**config.mk**
```make
export PLATFORM = sky130hd
export DESIGN_NAME = jk_shift_reg
export DESIGN_NICKNAME = d
export VERILOG_FILES = /design/src/rtl/jksr_pkg.sv /design/src/rtl/jksr_rst_sync.sv /design/src/rtl/jksr_stage0.sv /design/src/rtl/jksr_shift_core.sv /design/src/rtl/jk_shift_reg.sv
export SDC_FILE = /design/constraint.sdc
export NUM_CORES = 1
export LEC_CHECK = 0
export CAP_MARGIN = 15
export CORE_AREA = 2 2 39 41
export CTS_CLUSTER_SIZE = 40
export DETAILED_ROUTE_END_ITERATION = 6
export DIE_AREA = 0 0 41 43
export DONT_BUFFER_PORTS = 1
export PLACE_DENSITY = 0.41
export SYNTH_ARGS = -nofsm -noshare
export SYNTH_HDL_FRONTEND = slang
export SYNTH_SLANG_ARGS = --single-unit
```
**constraint.sdc**
```tcl
create_clock -name clk -period 0.8 [get_ports clk]
set_clock_uncertainty 0.1 [all_clocks]
set_input_delay 0.16 -clock clk [delete_from_list [all_inputs] [get_ports clk]]
set_output_delay 0.16 -clock clk [all_outputs]
set_load 0.005 [all_outputs]
```
**src/rtl/jksr_pkg.sv**
```systemverilog
`timescale 1ns/1ps
package jksr_pkg;

    localparam int unsigned DEF_WIDTH       = 4;
    localparam int unsigned DEF_SYNC_STAGES = 2;

    // Serial control pair driving stage 0
    typedef struct packed {
        logic j;
        logic k_n;
    } jk_pair_t;

    // Action selected by {j, k_n}
    typedef enum logic [1:0] {
        JK_CLEAR = 2'b00,
        JK_KEEP  = 2'b01,
        JK_FLIP  = 2'b10,
        JK_SET   = 2'b11
    } jk_action_t;

    // Operation performed on a rising edge
    typedef enum logic {
        OP_LOAD  = 1'b0,
        OP_SHIFT = 1'b1
    } edge_op_t;

    function automatic jk_action_t jk_decode(jk_pair_t p);
        return jk_action_t'({p.j, p.k_n});
    endfunction

    function automatic logic jk_apply(jk_action_t act, logic cur);
        logic nxt;
        case (act)
            JK_CLEAR: nxt = 1'b0;
            JK_SET:   nxt = 1'b1;
            JK_FLIP:  nxt = ~cur;
            default:  nxt = cur;
        endcase
        return nxt;
    endfunction

endpackage

```
**src/rtl/jksr_rst_sync.sv**
```systemverilog
`timescale 1ns/1ps
module jksr_rst_sync #(
    parameter int unsigned STAGES = 2
) (
    input  logic clk,
    input  logic arst_n,
    output logic rst_n_out
);

    generate
        if (STAGES <= 1) begin : g_single
            logic flop;
            always_ff @(posedge clk or negedge arst_n) begin
                if (!arst_n) flop <= 1'b0;
                else         flop <= 1'b1;
            end
            assign rst_n_out = flop;
        end else begin : g_chain
            logic [STAGES-1:0] chain;
            always_ff @(posedge clk or negedge arst_n) begin
                if (!arst_n) chain <= '0;
                else         chain <= {chain[STAGES-2:0], 1'b1};
            end
            assign rst_n_out = chain[STAGES-1];
        end
    endgenerate

    AST_SYNC_FOLLOWS_ASSERT: assert property (@(posedge clk)
        !arst_n |-> !rst_n_out);

    AST_SYNC_RELEASE_LATE: assert property (@(posedge clk) disable iff (!arst_n)
        $rose(rst_n_out) |-> $past(arst_n));

endmodule

```
**src/rtl/jksr_stage0.sv**
```systemverilog
`timescale 1ns/1ps
module jksr_stage0
    import jksr_pkg::*;
(
    input  jk_pair_t serial,
    input  logic     q_old,
    output logic     q_new
);

    jk_action_t act;

    always_comb begin
        act   = jk_decode(serial);
        q_new = jk_apply(act, q_old);
    end

endmodule

```
**src/rtl/jksr_shift_core.sv**
```systemverilog
`timescale 1ns/1ps
module jksr_shift_core
    import jksr_pkg::*;
#(
    parameter int unsigned WIDTH = DEF_WIDTH
) (
    input  logic             clk,
    input  logic             rst_n,
    input  edge_op_t         op,
    input  jk_pair_t         serial,
    input  logic [WIDTH-1:0] par_d,
    output logic [WIDTH-1:0] q,
    output logic             q_msb_n
);

    localparam int unsigned MSB = WIDTH - 1;

    logic [WIDTH-1:0] q_r;
    logic             q_inv_r;
    logic [WIDTH-1:0] shift_vec;
    logic [WIDTH-1:0] q_nxt;
    logic             stage0_nxt;

    jksr_stage0 u_stage0 (
        .serial (serial),
        .q_old  (q_r[0]),
        .q_new  (stage0_nxt)
    );

    assign shift_vec[0] = stage0_nxt;

    generate
        for (genvar i = 1; i < WIDTH; i++) begin : g_upper
            assign shift_vec[i] = q_r[i-1];
        end
    endgenerate

    always_comb begin
        case (op)
            OP_LOAD: q_nxt = par_d;
            default: q_nxt = shift_vec;
        endcase
    end

    always_ff @(posedge clk or negedge rst_n) begin
        if (!rst_n) begin
            q_r     <= '0;
            q_inv_r <= 1'b1;
        end else begin
            q_r     <= q_nxt;
            q_inv_r <= ~q_nxt[MSB];
        end
    end

    assign q       = q_r;
    assign q_msb_n = q_inv_r;

    AST_CLEARED_IN_RESET: assert property (@(negedge clk)
        !rst_n |-> (q_r == '0 && q_inv_r));

    AST_LOAD_COPIES_BUS: assert property (@(posedge clk) disable iff (!rst_n)
        (op == OP_LOAD) |=> (q_r == $past(par_d)));

    AST_SHIFT_MOVES_UP: assert property (@(posedge clk) disable iff (!rst_n)
        (op == OP_SHIFT) |=> (q_r[MSB:1] == $past(q_r[MSB-1:0])));

    AST_JK_FLIP_INVERTS: assert property (@(posedge clk) disable iff (!rst_n)
        (op == OP_SHIFT && serial.j && !serial.k_n) |=> (q_r[0] != $past(q_r[0])));

    AST_JK_KEEP_HOLDS: assert property (@(posedge clk) disable iff (!rst_n)
        (op == OP_SHIFT && !serial.j && serial.k_n) |=> (q_r[0] == $past(q_r[0])));

    AST_MSB_COMPLEMENT: assert property (@(posedge clk) disable iff (!rst_n)
        q_inv_r != q_r[MSB]);

endmodule

```
**src/rtl/jk_shift_reg.sv**
```systemverilog
`timescale 1ns/1ps
module jk_shift_reg
    import jksr_pkg::*;
#(
    parameter int unsigned WIDTH       = DEF_WIDTH,
    parameter int unsigned SYNC_STAGES = DEF_SYNC_STAGES
) (
    input  logic             clk,
    input  logic             mrst_n,
    input  logic             j_in,
    input  logic             k_n_in,
    input  logic [WIDTH-1:0] par_d,
    input  logic             load_n,
    output logic [WIDTH-1:0] q,
    output logic             q_msb_n
);

    logic     rst_n_s;
    jk_pair_t serial;
    edge_op_t op;

    always_comb begin
        serial.j   = j_in;
        serial.k_n = k_n_in;
        op         = load_n ? OP_SHIFT : OP_LOAD;
    end

    jksr_rst_sync #(.STAGES(SYNC_STAGES)) u_rst_sync (
        .clk       (clk),
        .arst_n    (mrst_n),
        .rst_n_out (rst_n_s)
    );

    jksr_shift_core #(.WIDTH(WIDTH)) u_core (
        .clk     (clk),
        .rst_n   (rst_n_s),
        .op      (op),
        .serial  (serial),
        .par_d   (par_d),
        .q       (q),
        .q_msb_n (q_msb_n)
    );

endmodule

```
==> results_dict.tcl <==
set metrics [dict create \
    grt_max_degree 6 \
    clk_pin_slew_worst_paths_ns 0.05 \
    ys_ff_latch 7 \
    place_congestion 0.558 \
    startpoint_type "register" \
    final-seq-area_sq_um 176 \
    maxCapViolations 0 \
    grt.overflow.total 0 \
    wl_met3_um 44 \
    post-place-cells 34 \
    multi_input_comb_area_sq_um 66.3 \
    grt_antenna_before_repair 0 \
    cts_buffers 3 \
    track_usage_pct 7.27 \
    min_period_over_period_pct 128 \
    violations "hold timing, setup timing" \
    seq_power_share_pct 51.0 \
    critPathRequiredTime_ns 0.54 \
    routedWlPerCell_um 10.0 \
    syn_area_sq_um 243 \
    switchingPower_mw 0.162 \
    path_class "reg -> out" \
    hp-class "in -> reg" \
    fmax_mhz 975 \
    ctsHtreeMaxLevel 1 \
    syn2layout_area_growth_pct 43.3 \
    io_buffers 0 \
    rsz0062_at_grt "yes" \
    nets 34 \
    setup_viol 9 \
    root_buffer "clkbuf_4" \
    die_h_um 43 \
    worst_slack_ns -0.226 \
    die_area_sq_um 1760 \
    final_common_cell "dfrtp_1" \
    status "finished with violations" \
    syn_area_per_cell_sq_um 15.2 \
    syn_inst 16 \
    drive_above_1_share_pct 45.8 \
    power_frac_clock_pct 38.4 \
    rows 14 \
    grt_pass1_wl_um 717 \
    ios 14 \
    peakVddDrop_v 0.000532 \
    wl_met1_um 127 \
    critPathCaptureType "primary output" \
    grt_pass1_vias 184 \
    drt_pass1_iterations 1 \
    drc 0 \
    routed_wl_um 400 \
    hold_violations 9 \
    start_util_pct 17.5 \
    cts_hold_buf 1 \
    power_density_nw_per_um2 2310 \
    switching_share_pct 20.2 \
    timing.hold.ws_ns -0.116 \
    clockBufferDepth 2 \
    fin_crit_ns 1.03 \
    final_util_pct 25.1 \
    die_w_um 41 \
    vias 153 \
    synth_nets 25 \
    comb_power_share_pct 10.6 \
    p_int_mw 0.642 \
    cp.arrival_ns 0.77 \
    tritoncts "yes" \
    drt-initial-drc-count 0 \
    wl_met2_um 208 \
    ant_nets 0 \
    clock_latency_ns 0.25 \
    yosysUniqueCellTypes 9 \
    final_cell_mix "dfrtp_1, buf_6, clkbuf_4, mux2_4" \
    drv_slew 0 \
    top_layer "met4" \
    final.fill_count 146 \
    antenna_cells 0 \
    worst-path-max-fanout 1 \
    viasPerCell 3.83 \
    instances_no_fill 40 \
    core-area_sq_um 1380 \
    ys_warn_count 0 \
    p_leak_nw 0.162 \
    clkSinkCount 7 \
    dp_hpwl_um 324 \
    yosysSeqAreaShare_pct 72.7 \
]
power groups by stage:
stage	Sequential, mW	Combinational [mW]	Clock (mW)
6_report	0.410	0.0853	0.309
3_5_place_dp	0.414	0.0577	0
2_1_floorplan	0.412	0.0380	0
5_1_grt	0.416	0.0934	0.360
3_3_place_gp	0.414	0.0572	0
4_1_cts	0.409	0.0784	0.331
sequential cells by signal (all words and copies together), names as in the netlist:
| name | flops |
|---|---|
| u_core.q | 4 |
| u_rst_sync.g_chain.chain | 2 |
| u_core.q_msb_n | 1 |
per-layer routing:
layer  vias to the layer above  track usage [%]
met3                         2             6.28
met2                        12             9.06
met4                         0             10.0
met1                        72             5.25
li1                         67                -
met5                         -                0
path summary, 6_finish.rpt:
path	start	to	slack [ns]	cells past startpoint
worst max-delay path	u_core.q_msb_n$_DFF_PN1_	q_msb_n	-0.23	0
worst min-delay path	par_d[3]	u_core.q_msb_n$_DFF_PN1_	-0.12	1
worst max register to register	u_core.q[0]$_DFFE_PN0P_	u_core.q[1]$_DFF_PN0_	-0.17	2
worst min register to register	u_rst_sync.g_chain.chain[1]$_DFF_PN0_	u_core.q[1]$_DFF_PN0_	-0.03	0
max in group asynchronous	u_rst_sync.g_chain.chain[1]$_DFF_PN0_	u_core.q_msb_n$_DFF_PN1_	0.38	0
min in group asynchronous	u_rst_sync.g_chain.chain[1]$_DFF_PN0_	u_core.q[1]$_DFF_PN0_	-0.03	0
cell families after synthesis:
group                  synth area share [%]
AOI/OAI and AO/OA                      2.06
and+or+nand+nor                        1.54
buffers and inverters                  4.64
DFF                                    72.7
muxes                                  17.5
other                                  1.54
area by class of cell:
| type | count | share of cell area [%] |
|---|---|---|
| clock buffer | 4 | 7.55 |
| inverter | 1 | 1.08 |
| multi-input combinational | 7 | 19.1 |
| sequential | 7 | 50.7 |
| tap | 16 | 5.76 |
| timing repair buffer | 5 | 15.8 |
synthesized netlist by cell type (all sizes together):
master	instances	area share, %
dfrtp	6	62
mux2	2	9.3
mux2i	2	8.2
a21oi	1	2.1
buf	1	3.1
conb	1	1.5
dfstp	1	11
inv	1	1.5
nor2	1	1.5
timing repair:
action	4_1_cts	5_1_grt
endpoints found under the hold margin	11	5
setup endpoints to repair	9	10
pin swaps	0	1
gates cloned	0	0
gates resized for setup	2	3
buffers inserted	1	0
stage by stage:
| step | TNS, ns | cell area, sq um | total power, mW | worst slack (ns) | hold slack (ns) |
|---|---|---|---|---|---|
| final | -1.36 | 348 | 0.805 | -0.226 | -0.116 |
| after global routing | -1.71 | 348 | 0.869 | -0.271 | -0.137 |
| after CTS | -1.43 | 337 | 0.818 | -0.242 | -0.111 |
| after detailed placement | -0.195 | 285 | 0.472 | -0.0635 | -0.236 |
| after global placement | -0.153 | 285 | 0.471 | -0.0677 | -0.236 |
| after floorplan | -0.106 | 250 | 0.450 | -0.0506 | -0.236 |
Power figures use the tool's default switching activity.
